==> src/rtl/gf4k_pkg.sv <==
package gf4k_pkg;
    localparam int          HALF_W   = 6;
    localparam int          FULL_W   = 2 * HALF_W;
    localparam logic [HALF_W-1:0] RED_TAIL = 6'h03;   // x^6 = x + 1
    localparam logic [HALF_W-1:0] TWIST    = 6'h21;   // extension constant
    localparam logic [FULL_W-1:0] STEP_K   = 12'hE01; // generator step
    localparam int          WALK_LEN = (1 << FULL_W) - 1;
    localparam int          CNT_W    = $clog2(WALK_LEN);

    typedef struct packed {
        logic              busy;
        logic              done;
        logic [FULL_W-1:0] elem;
        logic [CNT_W-1:0]  cnt;
    } walk_state_t;

    typedef struct packed {
        logic              vld;
        logic [FULL_W-1:0] prod;
    } mul_state_t;
endpackage

==> src/rtl/gf64_mul.sv <==
module gf64_mul #(
    parameter int          W    = 6,
    parameter logic [W-1:0] TAIL = 6'h03
) (
    input  logic [W-1:0] a,
    input  logic [W-1:0] b,
    output logic [W-1:0] p
);
    logic [W-1:0] acc;
    logic [W-1:0] sh;

    always_comb begin
        acc = '0;
        sh  = b;
        for (int i = 0; i < W; i++) begin
            if (a[i]) acc = acc ^ sh;
            sh = {sh[W-2:0], 1'b0} ^ (sh[W-1] ? TAIL : '0);
        end
        p = acc;
    end
endmodule

==> src/rtl/gf4k_tower_mul.sv <==
module gf4k_tower_mul
    import gf4k_pkg::*;
(
    input  logic [FULL_W-1:0] a,
    input  logic [FULL_W-1:0] b,
    output logic [FULL_W-1:0] p
);
    logic [HALF_W-1:0] ah, al, bh, bl;
    logic [HALF_W-1:0] m_sum, m_low, m_high, m_twist;

    assign ah = a[FULL_W-1:HALF_W];
    assign al = a[HALF_W-1:0];
    assign bh = b[FULL_W-1:HALF_W];
    assign bl = b[HALF_W-1:0];

    gf64_mul #(.W(HALF_W), .TAIL(RED_TAIL)) u_sum   (.a(ah ^ al), .b(bh ^ bl), .p(m_sum));
    gf64_mul #(.W(HALF_W), .TAIL(RED_TAIL)) u_low   (.a(al),      .b(bl),      .p(m_low));
    gf64_mul #(.W(HALF_W), .TAIL(RED_TAIL)) u_high  (.a(ah),      .b(bh),      .p(m_high));
    gf64_mul #(.W(HALF_W), .TAIL(RED_TAIL)) u_twist (.a(m_high),  .b(TWIST),   .p(m_twist));

    assign p = {m_sum ^ m_low, m_twist ^ m_low};
endmodule

==> src/rtl/gf4k_walker.sv <==
module gf4k_walker
    import gf4k_pkg::*;
(
    input  logic              clk,
    input  logic              rst_n,
    input  logic              start,
    output logic              valid,
    output logic [FULL_W-1:0] elem,
    output logic              done
);
    walk_state_t       st_d, st_q;
    logic [FULL_W-1:0] next_elem;

    gf4k_tower_mul u_step (.a(st_q.elem), .b(STEP_K), .p(next_elem));

    always_comb begin
        st_d = st_q;
        if (st_q.busy) begin
            st_d.elem = next_elem;
            st_d.cnt  = st_q.cnt + 1'b1;
            if (st_q.cnt == CNT_W'(WALK_LEN - 1)) begin
                st_d.busy = 1'b0;
                st_d.done = 1'b1;
                st_d.elem = '0;
                st_d.cnt  = '0;
            end
        end else if (start) begin
            st_d.busy = 1'b1;
            st_d.done = 1'b0;
            st_d.elem = FULL_W'(1);
            st_d.cnt  = '0;
        end
    end

    always_ff @(posedge clk or negedge rst_n) begin
        if (!rst_n) st_q <= '0;
        else        st_q <= st_d;
    end

    assign valid = st_q.busy;
    assign elem  = st_q.elem;
    assign done  = st_q.done;


    walk_nonzero_chk: assert property (@(posedge clk) disable iff (!rst_n)
        valid |-> elem != '0);

    walk_advances_chk: assert property (@(posedge clk) disable iff (!rst_n)
        valid && $past(valid) |-> elem != $past(elem));

    walk_done_excl_chk: assert property (@(posedge clk) disable iff (!rst_n)
        !(valid && done));

    walk_end_done_chk: assert property (@(posedge clk) disable iff (!rst_n)
        $fell(valid) |-> done);
endmodule

==> src/rtl/gf4k_tower_unit.sv <==
module gf4k_tower_unit
    import gf4k_pkg::*;
#(
    parameter bit OUT_REG = 1'b1
) (
    input  logic              clk,
    input  logic              rst_n,
    input  logic              in_valid,
    input  logic              op_sel,
    input  logic [FULL_W-1:0] op_a,
    input  logic [FULL_W-1:0] op_b,
    output logic              out_valid,
    output logic [FULL_W-1:0] out_prod,
    input  logic              walk_start,
    output logic              walk_valid,
    output logic [FULL_W-1:0] walk_elem,
    output logic              walk_done
);
    logic [FULL_W-1:0] b_eff;
    logic [FULL_W-1:0] prod_c;
    logic [FULL_W-1:0] res_c;

    assign b_eff = op_sel ? STEP_K : op_b;

    gf4k_tower_mul u_mul (.a(op_a), .b(b_eff), .p(prod_c));

    assign res_c = (op_sel && op_a == '0) ? FULL_W'(1) : prod_c;

    generate
        if (OUT_REG) begin : g_reg
            mul_state_t ms_d, ms_q;

            always_comb begin
                ms_d.vld  = in_valid;
                ms_d.prod = in_valid ? res_c : ms_q.prod;
            end

            always_ff @(posedge clk or negedge rst_n) begin
                if (!rst_n) ms_q <= '0;
                else        ms_q <= ms_d;
            end

            assign out_valid = ms_q.vld;
            assign out_prod  = ms_q.prod;


            out_valid_follow_chk: assert property (@(posedge clk) disable iff (!rst_n)
                in_valid |=> out_valid);

            out_valid_drop_chk: assert property (@(posedge clk) disable iff (!rst_n)
                !in_valid |=> !out_valid);

            zero_operand_chk: assert property (@(posedge clk) disable iff (!rst_n)
                in_valid && !op_sel && (op_a == '0 || op_b == '0) |=> out_prod == '0);

            step_zero_chk: assert property (@(posedge clk) disable iff (!rst_n)
                in_valid && op_sel && op_a == '0 |=> out_prod == FULL_W'(1));
        end else begin : g_comb
            assign out_valid = in_valid;
            assign out_prod  = res_c;
        end
    endgenerate

    gf4k_walker u_walk (
        .clk   (clk),
        .rst_n (rst_n),
        .start (walk_start),
        .valid (walk_valid),
        .elem  (walk_elem),
        .done  (walk_done)
    );
endmodule

==> config.mk <==
export PLATFORM = sky130hd
export DESIGN_NAME = gf4k_tower_unit
export DESIGN_NICKNAME = d
export VERILOG_FILES = /design/src/rtl/gf4k_pkg.sv /design/src/rtl/gf64_mul.sv /design/src/rtl/gf4k_tower_mul.sv /design/src/rtl/gf4k_walker.sv /design/src/rtl/gf4k_tower_unit.sv
export SDC_FILE = /design/constraint.sdc
export NUM_CORES = 1
export LEC_CHECK = 0
export ABC_AREA = 1
export BUFFER_PORTS_ARGS = -buffer_cell sky130_fd_sc_hd__buf_4
export CAP_MARGIN = 20
export CORE_AREA = 5 5 165 199
export DETAILED_ROUTE_END_ITERATION = 12
export DIE_AREA = 0 0 170 204
export PLACE_DENSITY_LB_ADDON = 0.05
export SLEW_MARGIN = 20
export SYNTH_ARGS = -nofsm -noshare
export SYNTH_HDL_FRONTEND = slang
export SYNTH_HIERARCHICAL = 1
export SYNTH_SLANG_ARGS = --single-unit
export TNS_END_PERCENT = 5
==> constraint.sdc <==
create_clock -name clk -period 2.57 [get_ports clk]
set_clock_uncertainty 0.15 [all_clocks]
set_input_delay 0.257 -clock clk [delete_from_list [all_inputs] [get_ports clk]]
set_output_delay 0.257 -clock clk [all_outputs]
set_load 0.1 [all_outputs]
== Word level (Yosys, flattened, before mapping) ==
Cells that the tools add are included.
Word-level totals
  register bits: 39
  input port bits: 29
  word-level logic and storage cells: 143
Operators by class
  $add $sub $neg: 1
  equality and inequality tests: 2
  muxes and demuxes: 68
  bitwise gates (word level): 62
  reductions and logical operators: 4
Operator list (count)
  2-to-1 mux 6 bit: 28
  XOR 6 bit: 22
  XOR 6 x 2 -> 6 bit: 15
  2-to-1 mux 26 bit: 3
  2-to-1 mux 2 bit: 19
  2-to-1 mux 12 bit: 2
  2-to-1 mux 5 bit: 4
  2-to-1 mux 4 bit: 4
  inverter 1 bit: 13
  adder 12 x 1 -> 12 bit (second input constant): 1
  equality test 12 bit (second input constant): 1
  logical NOT 12 bit: 1
  2-to-1 mux 3 bit: 4
  inverter 2 bit: 4
  inverter 3 bit: 2
  inverter 1 bit (first input constant): 5
  2-to-1 mux 1 bit: 4
  inverter 4 bit: 1
  inequality test 2 bit (second input constant): 1
  AND reduction 2 bit: 1
  nonzero test 2 bit: 1
  logical AND 1 bit: 1

== Depth between registers and ports, before layout ==
Gate-level depths: netlist of the first run.
  depth after elaboration: 22
  depth in mapped cells: 30
  gate-level depth less buffers: 27

== By module ==
Netlist of the first run, hierarchy kept.
Modules (own cells, without submodules)
  gf64_mul: times used 8, cells an instance 158, area an instance 764.5 um^2
  gf4k_walker: times used 1, cells an instance 170, area an instance 1372.6 um^2
  gf4k_tower_mul: times used 2, cells an instance 116, area an instance 435.4 um^2
  gf4k_tower_unit: times used 1, cells an instance 109, area an instance 721.9 um^2

== Least setup slack after synthesis of the first run ==
No wires, ideal clock.
  kind: input port to flip-flop
  start: input port op_sel
  end: register g_reg.ms_q (netlist bit out_prod[0])
  setup time: 0.129 ns
  arrival: 2.465 ns
  setup slack: -0.174 ns
  stages: 18
  buffers on the path: 2
  path through: clkbuf_1 > or2_2 > buf_2 > nand2_1 > xor2_1 > xor2_1 > nand2_1 > nand2_1 > nand2_1 > xnor2_2 > xnor2_1 > nand2_1 > nand2_1 > inv_1 > nand2_1 > nand2_1 > nor2_1 > a21oi_4
RTL lines
  start: declaration: line gf4k_tower_unit.sv:9  | input logic op_sel,
  2-to-1 mux 12 bit *: line gf4k_tower_unit.sv:23  | assign b_eff = op_sel ? STEP_K : op_b;
  via b_eff[9]: line gf4k_tower_unit.sv:19  | logic [FULL_W-1:0] b_eff;
  XOR 6 x 2 -> 6 bit * (2 in series): line gf64_mul.sv:17  | sh = {sh[W-2:0], 1'b0} ^ (sh[W-1] ? TAIL : '0);
  2-to-1 mux 2 bit *: line gf64_mul.sv:17
  XOR 6 x 2 -> 6 bit *: line gf64_mul.sv:17
  XOR 6 bit *: line gf64_mul.sv:16  | if (a[i]) acc = acc ^ sh;
  2-to-1 mux 6 bit *: line gf64_mul.sv:16
  XOR 6 bit: line gf64_mul.sv:16
  (+3 left out)
  via u_mul.m_high[0]: line gf4k_tower_mul.sv:9  | logic [HALF_W-1:0] m_sum, m_low, m_high, m_twist;
  (+3 left out)
  2-to-1 mux 2 bit *: line gf64_mul.sv:16
  2-to-1 mux 3 bit *: line gf64_mul.sv:16
  2-to-1 mux 4 bit *: line gf64_mul.sv:16
  2-to-1 mux 5 bit *: line gf64_mul.sv:16
  via u_mul.m_twist[0]: line gf4k_tower_mul.sv:9
  XOR 6 bit *: line gf4k_tower_mul.sv:21  | assign p = {m_sum ^ m_low, m_twist ^ m_low};
  via prod_c[0]: line gf4k_tower_unit.sv:20  | logic [FULL_W-1:0] prod_c;
  2-to-1 mux 12 bit *: line gf4k_tower_unit.sv:27  | assign res_c = (op_sel && op_a == '0) ? FULL_W'(1) : prod_c;
  end signal: assignment: line gf4k_tower_unit.sv:40  | else ms_q <= ms_d;
  end: declaration: line gf4k_tower_unit.sv:31  | mul_state_t ms_d, ms_q;
Mark *: on every way through the listed nets, which the timed path passes. The rest lies on a longest branch.
A chain may end at the register's enable or synchronous reset.

== Worst setup path in the final report of the first run ==
  start: input port op_sel
  end: register g_reg.ms_q (netlist bit out_prod[1])
RTL lines (line)
  2-to-1 mux 12 bit *: gf4k_tower_unit.sv:23
  via b_eff[6]: gf4k_tower_unit.sv:19
  XOR 6 x 2 -> 6 bit * (2 in series): gf64_mul.sv:17
  XOR 6 bit *: gf64_mul.sv:16
  2-to-1 mux 6 bit *: gf64_mul.sv:16
  XOR 6 bit: gf64_mul.sv:16
  2-to-1 mux 6 bit *: gf64_mul.sv:16
  XOR 6 bit: gf64_mul.sv:16
  (+3 left out)
  via u_mul.m_high[2]: gf4k_tower_mul.sv:9
  2-to-1 mux 2 bit *: gf64_mul.sv:16
  2-to-1 mux 3 bit *: gf64_mul.sv:16
  2-to-1 mux 4 bit *: gf64_mul.sv:16
  2-to-1 mux 5 bit *: gf64_mul.sv:16
  via u_mul.m_twist[1]: gf4k_tower_mul.sv:9
  XOR 6 bit *: gf4k_tower_mul.sv:21
  via prod_c[1]: gf4k_tower_unit.sv:20
  2-to-1 mux 12 bit *: gf4k_tower_unit.sv:27
Marked as above.

==> results of run 1 <==
how the worst max path moves through the flow:
stage / endpoint / cells after the start / start / slack (ns)
floorplan: out_prod[0]$_DFFE_PN0P_ / 23 / op_sel / -0.07
global placement: out_prod[2]$_DFFE_PN0P_ / 22 / op_sel / -0.23
detailed placement: out_prod[2]$_DFFE_PN0P_ / 22 / op_sel / -0.26
CTS: out_prod[2]$_DFFE_PN0P_ / 23 / op_sel / 0.04
global route: out_prod[0]$_DFFE_PN0P_ / 23 / op_sel / -0.007
finish: out_prod[1]$_DFFE_PN0P_ / 27 / op_sel / 0.26
cell type report:
type                            count  share of cell area
Clock buffer                        5             0.01167
Clock inverter                      3            0.002217
Inverter                          293              0.1028
Multi-Input combinational cell   1486              0.6626
Sequential cell                    39             0.09124
Tap cell                          401             0.04679
Timing Repair Buffer              114             0.08272
metrics by stage:
step           hold WS (ns)  instances   TNS (ns)  utilization  worst slack, ns
6_report            0.05457       2341          0       0.3479           0.2622
5_1_grt             0.05299       2341  -0.008799       0.3479        -0.007316
4_1_cts             0.05273       2341          0       0.3461          0.04234
3_5_place_dp         0.1454       2332     -1.227       0.3410          -0.2634
3_3_place_gp         0.1479       2332    -0.9703       0.3410          -0.2312
2_1_floorplan       -0.1886       1869   -0.07198            -         -0.07198
per-layer routing:
layer | GRT usage | routed length [um]
met5 | 0 | 0
met4 | 0.02596 | 322
met3 | 0.01025 | 519
met2 | 0.3016 | 13750
met1 | 0.1794 | 11330
repair_timing:
item | CTS | global route
endpoints found under the setup margin | 0 | 8
hold buffers | 1 | 0
endpoints found under the hold margin | 39 | 0
resized for setup | 0 | 16
sequential cells by signal (all words and copies together), names as in the netlist:
name and cells:
out_prod 12, u_walk/elem 12, u_walk/st_q 12, out_valid 1, u_walk/done 1, u_walk/valid 1
layout by cell type (no fill, tap or decap), types with 2 or more instances in the layout:
cell and count:
xor2_2 3, xnor2_1 81, nand4_1 12, o21ai_1 8, nand2_4 9, clkbuf_16 5, nor2_2 12, o21ai_0 10
xnor2_2 10, clkinvlp_4 2, dfrtp_2 2, nand3_2 16, buf_12 2, xor2_1 71, nand2_1 869, inv_1 268
conb_1 100, ha_1 2, buf_4 110, inv_2 24, nand2_2 33, or2_4 3, nor2_1 86, nand3_1 153
dfrtp_1 37
critical path: cells and delay by family:
kind                   cells  cell delay, ns
buffers and inverters      7            0.61
AND/OR/NAND/NOR           20            1.47
cell families (layout without fill, tap and decap cells):
group                    Yosys count  count (layout)  share of synthesized area
AO/OA/AOI/OAI                     21              21                    0.01337
other                              6             100                   0.002480
XOR/XNOR                         165             165                     0.1657
AND/OR/NAND/NOR                 1198            1198                     0.5518
flip-flops                        39              39                     0.1075
adder cells (fa/ha/maj)            2               2                   0.002755
buffers and inverters            344             415                     0.1564
report_power, final:
| group | switching [uW] | internal [uW] | total [uW] | leakage [uW] |
|---|---|---|---|---|
| sequential | 62.7 | 689 | 752 | 0.000483 |
| combinational | 1670 | 740 | 2410 | 0.00580 |
| clock | 290 | 364 | 654 | 0.0000664 |
==> qor.yml, run 1 <==
syn_avg_cell_area_sq_um: 5.116
fmax_mhz: 433.3
hp-start: "in_valid"
drt-total-wl_um: 25920
regArea_sq_um: 978.4
fin_crit_sh: 0.8980
startpoint_type: "primary input"
worstPathMaxFanout: 6
slowest_stage: "nand2_2"
die_area_sq_um: 34680
min_to: "out_valid$_DFF_PN0_"
yosysWarningCount: 6
r2r_slack_ns: 0.27
antenna_found_initial: 0
htreeDepth: 2
place_congestion: 0.8433
period_needed_ns: 2.308
timing.rr.end: "u_walk/elem[4]$_DFFE_PN0P_"
yosysSeqAreaShare: 0.1075
die_x_um: 170
fp-row-count: 71
synth_edf_count: 0
timing.rr.start: "u_walk/elem[6]$_DFFE_PN0P_"
grt_max_degree: 40
clkLatencyLatePin_ns: 0.29
top_level_ports: 56
path_clk_slew_ns: 0.07
status: "completed"
synth-seq-cells: 39
dr.first_iter.drc_count: 373
hold_violations: 0
die_h_um: 204
rsz0062_at_grt: "true"
initial_core_util: 0.2946
netlist_area_sq_um: 9081
leakagePower_uw: 0.006350
grt_first_pass_wirelength_um: 44240
synthTopCellsByArea: "nand2_1 (36%), inv_1 (11%), dfrtp_1 (11%)"
vias_per_cell: 4.169
powerDensity_nw_per_um2: 355.8
relSlewSlack: 0.5837
grt_pass1_vias: 9179
slew_viol_final: 0
cp_common_cell: "nand2_1"
cts_tree: "built"
synthTopCellsByCount: "nand2_1 (874), inv_1 (268), nand3_1 (153)"
yosys.cell_types.count: 32
numClockSinks: 39
async_reset_ff_frac: 1.000
finalPower_uw: 3816
peakVddDrop_uv: 336.0
fin_area_sq_um: 10720
area_growth_pct: 18.09
synth_top_area_share: 0.3613
clockBufferDepth: 2
arrival_ns: 2.34
cts_setup_buffers: 0
core_area_sq_um: 30830
reg2reg_depth: 14
synth_largest_area_cell: "nand2_1"
synth_cells: 1775
drive_gt1_frac: 0.1227
ant_nets: 0
dpl_cell_area_sq_um: 10510
grt_overflow: 0
post_drt_wl_per_cell_um: 11.07
port_buffers: 55
track_usage: 0.1523
hold_depth: 1
routed-via-count: 9759
drc: 0
critPathRequiredTime_ns: 2.60
cp-end-kind: "flop"
drv_cap: 0
cts_buffers: 5
max_stage_delay_ns: 0.15
synthFlopType: "dfrtp_1"
fill_cells: 3562
detailed_place_hpwl_um: 21600
worst_slew_pin_slew_ns: 0.6229
root_buffer: "clkbuf_16"
final_nets: 1970
hold_class: "in -> reg"
worstSetupPathType: "in -> reg"
setup_viol: 0
first_pass_iters: 5
synthMostInstantiatedCell: "nand2_1"
multi_input_area_sq_um: 7106
n_antenna_cell: 0
(Power assumes the default switching activity.)
==> inputs of run 2 (changes only) <==
--- a/config.mk
+++ b/config.mk
@@ -5,12 +5,12 @@
 export SDC_FILE = /design/constraint.sdc
 export NUM_CORES = 1
 export LEC_CHECK = 0
-export ABC_AREA = 1
+export ABC_AREA = 0
 export BUFFER_PORTS_ARGS = -buffer_cell sky130_fd_sc_hd__buf_4
 export CAP_MARGIN = 20
-export CORE_AREA = 5 5 165 199
+export CORE_AREA = 5 5 144 173
 export DETAILED_ROUTE_END_ITERATION = 12
-export DIE_AREA = 0 0 170 204
+export DIE_AREA = 0 0 149 178
 export PLACE_DENSITY_LB_ADDON = 0.05
 export SLEW_MARGIN = 20
 export SYNTH_ARGS = -nofsm -noshare
==> run 2 against run 1 <==
Utilization is 2.2 points higher. Combinational power rose to 4.9 times the previous value. Highest routed layer unchanged. Critical path depth shrank 14. Sequential power grew 82%. Sequential share of layout area rose by 2.4 points. Final cell count shrank 41%.
==> qor.yml, run 2 <==
clockBufferDepth: 2  # unchanged
yosysSeqAreaShare: 0.1437  # +0.03621
slowest_stage: "or2_4"
top_level_ports: 56  # unchanged
final_common_cell: "nand2_1"
critPathRequiredTime_ns: 2.59  # about the same
cts_buffers: 5  # unchanged
status: "completed"
clkLatencyLatePin_ns: 0.28  # about the same
peakVddDrop_uv: 1201  # +260%
drc: 0  # unchanged
post_drt_wl_per_cell_um: 14.24  # +29%
die_h_um: 178  # -13%
synthFlopType: "dfrtp_1"
track_usage: 0.1497  # -0.002565
syn_avg_cell_area_sq_um: 7.556  # +48%
fmax_mhz: 398.4  # -8.1%
final_cell_mix: "nand2_1 (211), xnor2_1 (167), buf_4 (155), xor2_1 (111), conb_1 (76)"
yosysWarningCount: 6  # unchanged
hold_class: "in -> reg"
setup_viol: 0  # unchanged
numClockSinks: 39  # unchanged
area_growth_pct: 25.36
fp-row-count: 61  # -14%
crit_family: "XOR/XNOR gates"
final_nets: 1100  # -44%
grt_pass1_vias: 5974  # -35%
synthTopCellsByArea: "xnor2_1 (23%), xor2_1 (15%), dfrtp_1 (14%)"
cp-end-kind: "flop"
drv_cap: 0  # unchanged
fin_crit_sh: 0.9767  # +0.07875
synth_edf_count: 0  # unchanged
die_x_um: 149  # -12%
yosys.cell_types.count: 46  # +44%
hp-start: "in_valid"
arrival_ns: 2.53  # +0.19 ns
instances_no_fill: 1385  # -41%
synth-seq-cells: 39  # unchanged
netlist_area_sq_um: 6793  # -25%
htreeDepth: 2  # unchanged
worstPathMaxFanout: 8  # +2
grt_first_pass_wirelength_um: 32250  # -27%
path_clk_slew_ns: 0.06  # about the same
n_antenna_cell: 0  # unchanged
powerDensity_nw_per_um2: 1630  # +360%
synth_largest_area_cell: "xnor2_1"
worstSetupPathType: "in -> reg"
root_buffer: "clkbuf_16"
drive_gt1_frac: 0.2000  # +0.07732
leakagePower_uw: 0.003797  # -40%
timing.rr.start: "u_walk/elem[7]$_DFFE_PN0P_"
place_ws_ns: -0.3090  # -0.04559 ns
placedCellCount: 1373  # -41%
layout_setup_ws_ns: 0.05986  # -0.2024 ns
first_pass_iters: 4  # -1
async_reset_ff_frac: 1.000  # unchanged
vias_per_cell: 4.328  # +3.8%
initial_core_util: 0.2947  # about the same
period_needed_ns: 2.510  # +0.2024 ns
path_cells: "buf_4 -> or2_4 -> xor2_2 -> or2_0 -> a31oi_1 -> xnor2_1 -> xnor2_2 -> nand2_1 -> xor2_1 -> xnor2_1 -> xnor2_1 -> xor2_1 -> a211o_1"
slew_viol_final: 0  # unchanged
synthTopCellsByCount: "nand2_1 (211), xnor2_1 (176), xor2_1 (113)"
synth_top_area_share: 0.2269  # -0.1343
relSlewSlack: 0.5989  # +0.01523
dr.first_iter.drc_count: 255  # -32%
hold_violations: 0  # unchanged
cp_num_buf_inv: 1  # -6
die_area_sq_um: 26520  # -24%
crit_start: "op_sel"
worst_slew_pin_slew_ns: 0.6016  # -0.02134 ns
rsz0062_at_grt: "true"
synthMostInstantiatedCell: "nand2_1"
synth_cells: 899  # -49%
place_congestion: 0.8087  # -4.1%
grt_overflow: 0  # unchanged
cp_common_cell: "xnor2_1"
startpoint_type: "primary input"
detailed_place_hpwl_um: 15740  # -27%
core_area_sq_um: 23050  # -25%
port_buffers: 55  # unchanged
routed-via-count: 5994  # -39%
max_stage_delay_ns: 0.32  # +0.17 ns
grt_max_degree: 40  # unchanged
ant_nets: 0  # unchanged
antenna_found_initial: 0  # unchanged
cts_tree: "built"
drt-total-wl_um: 19730  # -24%
-- run 2: final cells by class --
cell class | count | area, sq um
Multi-Input combinational cell | 860 | 5749
Tap cell | 315 | 394.1
Timing Repair Buffer | 158 | 1214
Fill cell | 2529 | 14530
Clock buffer | 7 | 152.6
Inverter | 5 | 18.77
Clock inverter | 1 | 7.507
Sequential cell | 39 | 979.7
-- run 2: cell families (layout without fill, tap and decap cells) --
kind of cell,count (synthesis),in the layout,synth area share
buffers and inverters,70,171,0.06447
other,6,76,0.003315
multiplexers,35,35,0.05452
XOR/XNOR,297,297,0.3918
flip-flops,39,39,0.1437
AND/OR/NAND/NOR,335,335,0.2264
AO/OA/AOI/OAI,115,115,0.1122
adder cells (fa/ha/maj),2,2,0.003683
-- run 2: layer usage --
metal	vias up	part of all wire	track usage
met5	-	0	0
met4	0	0.0097	0.02175
met3	9	0.021	0.01271
met2	73	0.51	0.2748
met1	2752	0.46	0.1950
li1	3160	-	-
-- run 2: worst paths after layout --
path                                                   end  slack [ns]  cells past startpoint
max in group asynchronous       u_walk/elem[8]$_DFFE_PN0P_        1.53                      2
worst max register to register  u_walk/elem[0]$_DFFE_PN0P_        0.10                     11
worst max-delay path               out_prod[0]$_DFFE_PN0P_        0.06                     13
min in group asynchronous       u_walk/st_q[5]$_DFFE_PN0P_        0.35                      2
worst min-delay path                   out_valid$_DFF_PN0_        0.10                      1
worst min register to register  u_walk/st_q[9]$_DFFE_PN0P_        0.35                      1
-- run 2: where the power goes --
group	internal [uW]	switching, uW	leakage [uW]
Clock	413	254	0.0000761
Sequential	1020	347	0.000460
Combinational	5420	6430	0.00326
Total	6850	7030	0.00380
-- run 2: through the flow --
stage	TNS (ns)	util	instance area [sq um]	hold slack (ns)	total power (uW)
after floorplan	-0.9833	-	7083	-0.1886	10470
after global placement	-1.899	0.3571	8232	0.1372	13070
after detailed placement	-1.864	0.3571	8232	0.1304	13040
after CTS	-0.009897	0.3653	8419	0.09262	13810
after global routing	-0.3731	0.3695	8516	0.09516	15050
final	0	0.3695	8516	0.1015	13880
-- run 2: what timing repair did --
action	in CTS	in global routing
hold buffers	1	0
hold endpoints to repair	39	0
setup buffers	1	2
setup endpoints to repair	3	12
pin swaps	1	9
gates resized for setup	3	14
-- run 2: worst register-to-register path: cells and delay by family (launching register included) --
family,cells,cell delay [ns]
xor+xnor,6,1.02
flops,1,0.46
compound gates,2,0.32
simple gates,3,0.44
